--- src/rtl/stx_pkg.sv ---
`timescale 1ns/1ps
package stx_pkg;

    typedef enum logic {
        TX_IDLE  = 1'b0,
        TX_SHIFT = 1'b1
    } tx_state_t;

endpackage

--- src/rtl/stx_edge_src.sv ---
`timescale 1ns/1ps
module stx_edge_src #(
    parameter int HALF_DIV    = 4,
    parameter int SYNC_STAGES = 2
) (
    input  logic clk,
    input  logic rst_n,
    input  logic run,
    input  logic master,
    input  logic sck_in,
    output logic tick
);
    localparam int DW = (HALF_DIV > 1) ? $clog2(HALF_DIV) : 1;

    logic [DW-1:0]          div_q;
    logic                   wrap;
    logic [SYNC_STAGES-1:0] sync_q;
    logic                   prev_q;

    assign wrap = (div_q == DW'(HALF_DIV - 1));

    // Master-mode half-period divider, held at zero when not shifting
    always_ff @(posedge clk or negedge rst_n) begin
        if (!rst_n)
            div_q <= '0;
        else if (!run || wrap)
            div_q <= '0;
        else
            div_q <= div_q + 1'b1;
    end

    // Slave-mode synchronizer chain
    for (genvar i = 0; i < SYNC_STAGES; i++) begin : g_sync
        always_ff @(posedge clk or negedge rst_n) begin
            if (!rst_n)
                sync_q[i] <= 1'b0;
            else if (i == 0)
                sync_q[i] <= sck_in;
            else
                sync_q[i] <= sync_q[(i == 0) ? 0 : i - 1];
        end
    end

    always_ff @(posedge clk or negedge rst_n) begin
        if (!rst_n)
            prev_q <= 1'b0;
        else
            prev_q <= sync_q[SYNC_STAGES-1];
    end

    assign tick = run & (master ? wrap : (sync_q[SYNC_STAGES-1] ^ prev_q));

endmodule

--- src/rtl/stx_tx_buffer.sv ---
`timescale 1ns/1ps
module stx_tx_buffer #(
    parameter int WIDTH = 8
) (
    input  logic             clk,
    input  logic             rst_n,
    input  logic             tx_en,
    input  logic             wr_stb,
    input  logic [WIDTH-1:0] wr_data,
    input  logic             load,
    input  logic             frame_end_empty,
    output logic [WIDTH-1:0] buf_data,
    output logic             full,
    output logic             end_flag
);
    logic accept;
    assign accept = tx_en & wr_stb;

    always_ff @(posedge clk or negedge rst_n) begin
        if (!rst_n) begin
            buf_data <= '0;
            full     <= 1'b0;
            end_flag <= 1'b0;
        end else begin
            if (accept)
                buf_data <= wr_data;
            if (accept)
                full <= 1'b1;
            else if (load)
                full <= 1'b0;
            if (accept)
                end_flag <= 1'b0;
            else if (frame_end_empty)
                end_flag <= 1'b1;
        end
    end

    a_r5_write_fills: assert property (@(posedge clk) disable iff (!rst_n)
        accept |=> full);
    a_r9_write_clears_end: assert property (@(posedge clk) disable iff (!rst_n)
        accept |=> !end_flag);
    a_r8_end_sticky: assert property (@(posedge clk) disable iff (!rst_n)
        (end_flag && !accept) |=> end_flag);
    a_r11_write_ignored: assert property (@(posedge clk) disable iff (!rst_n)
        (!tx_en && !full) |=> !full);

endmodule

--- src/rtl/stx_shift_fsm.sv ---
`timescale 1ns/1ps
module stx_shift_fsm
    import stx_pkg::*;
#(
    parameter int WIDTH = 8
) (
    input  logic             clk,
    input  logic             rst_n,
    input  logic             tx_en,
    input  logic             master,
    input  logic             cpha,
    input  logic             tick,
    input  logic             full,
    input  logic             ovr_err,
    input  logic [WIDTH-1:0] buf_data,
    output logic             load,
    output logic             frame_end_empty,
    output logic             busy,
    output logic             tgl,
    output logic             sdo
);
    localparam int EDGES = 2 * WIDTH;
    localparam int EW    = $clog2(EDGES);
    localparam int BW    = (WIDTH > 1) ? $clog2(WIDTH) : 1;

    tx_state_t        state_q, state_d;
    logic [EW-1:0]    ecnt_q;
    logic [WIDTH-1:0] frame_q;
    logic             can_load;
    logic             last_edge;
    logic [BW-1:0]    idx;
    logic [BW-1:0]    idx_next;

    assign busy      = (state_q == TX_SHIFT);
    assign can_load  = tx_en & full & ~ovr_err;
    assign last_edge = busy & tick & (ecnt_q == EW'(EDGES - 1));
    assign load      = ((state_q == TX_IDLE) & can_load) | (last_edge & can_load);
    assign frame_end_empty = last_edge & tx_en & ~full;
    assign idx       = BW'(ecnt_q >> 1);
    assign idx_next  = BW'(idx + 1'b1);

    always_comb begin
        state_d = state_q;
        unique case (state_q)
            TX_IDLE:  if (load) state_d = TX_SHIFT;
            TX_SHIFT: begin
                if (!tx_en)
                    state_d = TX_IDLE;
                else if (last_edge && !load)
                    state_d = TX_IDLE;
            end
            default:  state_d = TX_IDLE;
        endcase
    end

    always_ff @(posedge clk or negedge rst_n) begin
        if (!rst_n)
            state_q <= TX_IDLE;
        else
            state_q <= state_d;
    end

    // Frame register, edge count, clock toggle and data line
    always_ff @(posedge clk or negedge rst_n) begin
        if (!rst_n) begin
            ecnt_q  <= '0;
            frame_q <= '0;
            tgl     <= 1'b0;
            sdo     <= 1'b1;
        end else begin
            if (busy && tick && tx_en) begin
                ecnt_q <= ecnt_q + 1'b1;
                if (master)
                    tgl <= ~tgl;
                if (!ecnt_q[0] && !cpha)
                    sdo <= frame_q[idx];
                if (ecnt_q[0] && cpha && !last_edge)
                    sdo <= frame_q[idx_next];
            end
            if (load) begin
                frame_q <= buf_data;
                ecnt_q  <= '0;
                if (cpha)
                    sdo <= buf_data[0];
            end
            if (!tx_en)
                tgl <= 1'b0;
        end
    end

    a_r3_change_edge: assert property (@(posedge clk) disable iff (!rst_n)
        (busy && $past(busy) && master && $stable(master) && $stable(cpha) && !$stable(sdo))
            |-> (tgl == ~cpha));
    a_r1_frame_length: assert property (@(posedge clk) disable iff (!rst_n)
        (busy && tick && tx_en && ecnt_q != EW'(EDGES - 1)) |=> busy);

endmodule

--- src/rtl/sync_serial_tx.sv ---
`timescale 1ns/1ps
module sync_serial_tx #(
    parameter int WIDTH       = 8,
    parameter int HALF_DIV    = 4,
    parameter int SYNC_STAGES = 2
) (
    input  logic             clk,
    input  logic             rst_n,
    input  logic             tx_en,
    input  logic             master,
    input  logic             cpol,
    input  logic             cpha,
    input  logic             ovr_err,
    input  logic             wr_stb,
    input  logic [WIDTH-1:0] wr_data,
    input  logic             ie_empty,
    input  logic             ie_end,
    input  logic             sck_in,
    output logic             sck_out,
    output logic             sck_drive,
    output logic             sdo,
    output logic             empty_flag,
    output logic             end_flag,
    output logic             irq_empty,
    output logic             irq_end
);
    logic [WIDTH-1:0] buf_data;
    logic             full;
    logic             load;
    logic             frame_end_empty;
    logic             busy;
    logic             tgl;
    logic             tick;

    stx_edge_src #(
        .HALF_DIV    (HALF_DIV),
        .SYNC_STAGES (SYNC_STAGES)
    ) u_edge (
        .clk    (clk),
        .rst_n  (rst_n),
        .run    (busy),
        .master (master),
        .sck_in (sck_in),
        .tick   (tick)
    );

    stx_tx_buffer #(
        .WIDTH (WIDTH)
    ) u_buf (
        .clk             (clk),
        .rst_n           (rst_n),
        .tx_en           (tx_en),
        .wr_stb          (wr_stb),
        .wr_data         (wr_data),
        .load            (load),
        .frame_end_empty (frame_end_empty),
        .buf_data        (buf_data),
        .full            (full),
        .end_flag        (end_flag)
    );

    stx_shift_fsm #(
        .WIDTH (WIDTH)
    ) u_fsm (
        .clk             (clk),
        .rst_n           (rst_n),
        .tx_en           (tx_en),
        .master          (master),
        .cpha            (cpha),
        .tick            (tick),
        .full            (full),
        .ovr_err         (ovr_err),
        .buf_data        (buf_data),
        .load            (load),
        .frame_end_empty (frame_end_empty),
        .busy            (busy),
        .tgl             (tgl),
        .sdo             (sdo)
    );

    assign sck_out    = ~cpol ^ tgl;
    assign sck_drive  = master;
    assign empty_flag = ~full;
    assign irq_empty  = empty_flag & ie_empty;
    assign irq_end    = end_flag & ie_end;

    a_r2_idle_level: assert property (@(posedge clk) disable iff (!rst_n)
        $fell(busy) |-> (sck_out == ~cpol));
    a_r10_overrun_blocks: assert property (@(posedge clk) disable iff (!rst_n)
        (ovr_err && !busy) |=> !busy);
    a_r11_disable_idles: assert property (@(posedge clk) disable iff (!rst_n)
        !tx_en |=> !busy);
    a_r12_slave_clock_rest: assert property (@(posedge clk) disable iff (!rst_n)
        (!master && $past(!master) && $stable(cpol) && !busy) |-> (sck_out == ~cpol));

endmodule

--- config.mk ---
export PLATFORM = sky130hd
export DESIGN_NAME = sync_serial_tx
export DESIGN_NICKNAME = d
export VERILOG_FILES = /design/src/rtl/stx_pkg.sv /design/src/rtl/stx_edge_src.sv /design/src/rtl/stx_tx_buffer.sv /design/src/rtl/stx_shift_fsm.sv /design/src/rtl/sync_serial_tx.sv
export SDC_FILE = /design/constraint.sdc
export NUM_CORES = 1
export LEC_CHECK = 0
export ABC_AREA = 1
export BUFFER_PORTS_ARGS = -buffer_cell sky130_fd_sc_hd__buf_2
export CORE_ASPECT_RATIO = 1.2
export CORE_MARGIN = 2
export CORE_UTILIZATION = 54
export DETAILED_ROUTE_END_ITERATION = 6
export PLACE_DENSITY = 0.77
export SETUP_SLACK_MARGIN = 0.02
export SLEW_MARGIN = 10
export SYNTH_ARGS = -nofsm -noshare
export SYNTH_HDL_FRONTEND = slang
export SYNTH_SLANG_ARGS = --single-unit
--- constraint.sdc ---
create_clock -name clk -period 1.5 [get_ports clk]
set_input_delay 0.375 -clock clk [delete_from_list [all_inputs] [get_ports clk]]
set_output_delay 0.375 -clock clk [all_outputs]
set_load 0.01 [all_outputs]
==> impl_metrics.yaml <==
run:
  drv_cap: 0
power:
  power_density_nw_per_um2: 1190
  peakVddDrop_uv: 850
  power_frac_seq_pct: 48.9
  leakagePower_uw: 0.000971
  p_comb_share_pct: 30.3
  p_int_uw: 1430
  pwr-share-clk_pct: 20.9
  switching_share_pct: 34.9
  p_sw_uw: 765
detailed_routing:
  drtPass1Iterations: 4
  detail_route.wl_per_cell_um: 12.0
  first_iter_violations: 26
  ant_nets: 0
  wl_mm: 3.11
  vias_per_cell: 4.92
  vias: 1274
  drcViolationCount: 0
yosys:
  synth_top_area_cell: "dfrtp_1"
  ys_types: 26
  synth_area_um2: 1510
  synth-seq-area-share_pct: 49.8
  netlist_instances: 189
  synth_top_area_share_pct: 48.1
  synth_top_cells_by_area: "dfrtp_1, nand2_1, inv_1, nand3_1, nor2_1"
  synth_fp_nets: 211
  ys_seq_elements: 30
  synth.avg_cell_area_um2: 7.98
  yosys_warnings: 0
die:
  die_h_um: 61.9
  die_w_um: 52.3
  core_um2: 2730
  row_count: 21
  boundaryPins: 26
  dieArea_um2: 3230
  initial_core_util_pct: 55.2
clock_network:
  cts_made_buffers: 5
  tritoncts: "done"
  clock_path_buffers: 2
  clock_latency_ps: 330
  clkSinkCount: 30
  h-tree-depth: 2
  ctsHoldBuffers: 0
  clk_pin_slew_ps: 90
  cts_root_buf: "clkbuf_4"
final_layout:
  fin_nets: 247
  syn_to_final_growth_pct: 21.8
  drive_gt1_share_pct: 27.6
  fin_area_um2: 1840
  regArea_um2: 752
  n_antenna_cell: 0
  fillerInstances: 235
  most-common-layout-cells: "nand2_1, dfrtp_1, buf_2, inv_1"
  final_core_util_pct: 67.3
  multi_input_area_um2: 669
  layout_commonest_cell: "nand2_1"
run_status:
  outcome: "completed"
sta:
  finalSetupTns_ps: 0
  hold_viol: 0
  setup_ws_ps: 14.7
  period_needed_ps: 1490
  period_share_pct: 99.0
  clock_skew_ps: 2.64
  rsz0062_at_grt: "true"
  finalSetupViolations: 0
  maxSlewViolCount: 0
  timing.fmax_mhz: 673
  max_slew_margin_pct: 75.0
  tightest_slew_ps: 376
critical_path:
  crit_family: "simple AND/OR/NAND/NOR gates"
  startpoint: "u_fsm.ecnt_q[1]"
  slowest_delay_ps: 400
  worst-path-stages: 7
  crit_type: "flip-flop to flip-flop"
  endpoint: "u_fsm.frame_q[5]"
  reg2reg_to: "u_fsm.frame_q[5]"
  critPathRequiredTime_ps: 1730
  r2r-start: "u_fsm.ecnt_q[1]"
  cp-start-kind: "flip-flop"
  crit_chain: "ha_1, nand2_1, nor2_4, nand4_2, nand2_4, clkbuf_16, o21ai_2"
  reg2reg_slack_ps: 10
  cp_max_fo: 8
  crit_slowest_cell: "dfrtp_1"
  timing.critical_path.buf_inv: 1
  critPathArrivalTime_ps: 1710
  r2r_cells: 7
  end_kind: "flip-flop"
global_routing:
  grt_max_degree: 31
  grt.overflow.total: 0
  grt_pass1_vias: 1237
  antenna_found_initial: 0
  grt_pass1_wl_mm: 5.11
  gr-usage-all-layers_pct: 22.4
placed_design:
  gp_congestion: 0.995
  portBuffers: 25
  post-place-ws_ps: 11.3
  place_hpwl_mm: 2.27
  post_dp_cell_area_um2: 1700
worst_hold_path:
  hold_class: "input pin to asynchronous set/reset pin"
==> area by class of cell <==
type,instances,share of cell area [%]
clock inverter,2,0.817
multi-input combinational,129,36.4
clock buffer,5,2.04
sequential,30,40.9
timing repair buffer,33,11.7
inverter,26,5.79
tap,34,2.31
==> metrics by stage <==
step | total power [uW] | instances | hold slack (ps)
after detailed placement | 1690 | 249 | 340
after CTS | 2150 | 256 | 50.3
after floorplan | 1480 | 189 | 79.4
after global routing | 2360 | 259 | 61.9
final | 2190 | 259 | 39.2
after global placement | 1660 | 249 | 338
==> Yosys cell counts <==
cell type and number:
xnor2_1 2, dfstp_2 1, o21ai_0 9, ha_1 3
a21oi_4 1, a21oi_1 5, buf_4 1, a31oi_1 1
nand4_1 1, a21boi_0 1, inv_1 23, nor3_1 1
o21ai_1 5, dfrtp_1 29, and3_1 1, nand2_4 1
o21ai_2 2, buf_2 2, xor2_1 2, buf_6 1
nand4_2 1, nor2_4 1, nand3_1 14, inv_2 3
nor2_1 13, nand2_1 65
==> routing by layer <==
layer	track usage, %	share of wire (%)	vias to the layer above
li1	-	-	662
met1	24.5	43	585
met2	40.0	52	23
met3	7.18	3.4	4
met4	9.89	1.4	0
met5	0	0	-
==> state kept, by name, indices dropped and copies added (netlist names) <==
register,flops
u_fsm.busy,1
u_buf.end_flag,1
u_edge.sync_q,2
u_fsm.ecnt_q,4
u_fsm.tgl,1
u_fsm.sdo,1
u_fsm.frame_q,8
u_buf.buf_data,8
u_edge.div_q,2
u_edge.prev_q,1
u_buf.full,1
==> how the worst min path moves through the flow <==
stage / endpoint / slack, ps / depth (start not counted)
global placement: u_edge.sync_q[1] / 340 / 0
global route: u_fsm.frame_q[0] / 60 / 2
floorplan: u_buf.buf_data[0] / 80 / 0
detailed placement: u_edge.sync_q[1] / 340 / 0
CTS: u_fsm.frame_q[1] / 50 / 2
finish: u_edge.div_q[0] / 40 / 2
==> kinds of logic (layout without fill, tap and decap cells) <==
logic type                 Yosys count  count (layout)  share of synthesized area (%)
xor gates and xnor gates             4               4                           2.32
AOI/OAI and AO/OA                   24              24                           9.45
buffers and inverters               30              66                           8.37
adders and majority gates            3               3                           2.49
DFF                                 30              30                           49.8
and+or+nand+nor                     98              98                           27.5
==> what timing repair did <==
action,4_1_cts,5_1_grt
setup endpoints to repair,1,12
pin swaps,0,5
cloned,0,1
gates resized for setup,1,18
buffers inserted,0,2
==> worst reg2reg max path, stage by stage (launching register included) <==
cell	delay, ps
dfrtp_1	400
ha_1	210
nand2_1	110
nor2_4	120
nand4_2	130
nand2_4	190
clkbuf_16	180
o21ai_2	50
==> power by group through the flow <==
stage / registers [uW] / logic, uW / clock network, uW
2_1_floorplan: 1080 / 405 / 0
3_3_place_gp: 1080 / 583 / 0
3_5_place_dp: 1090 / 599 / 0
4_1_cts: 1070 / 605 / 472
5_1_grt: 1090 / 759 / 507
6_report: 1070 / 664 / 457
Note: power is estimated with default switching activity, not from simulation.
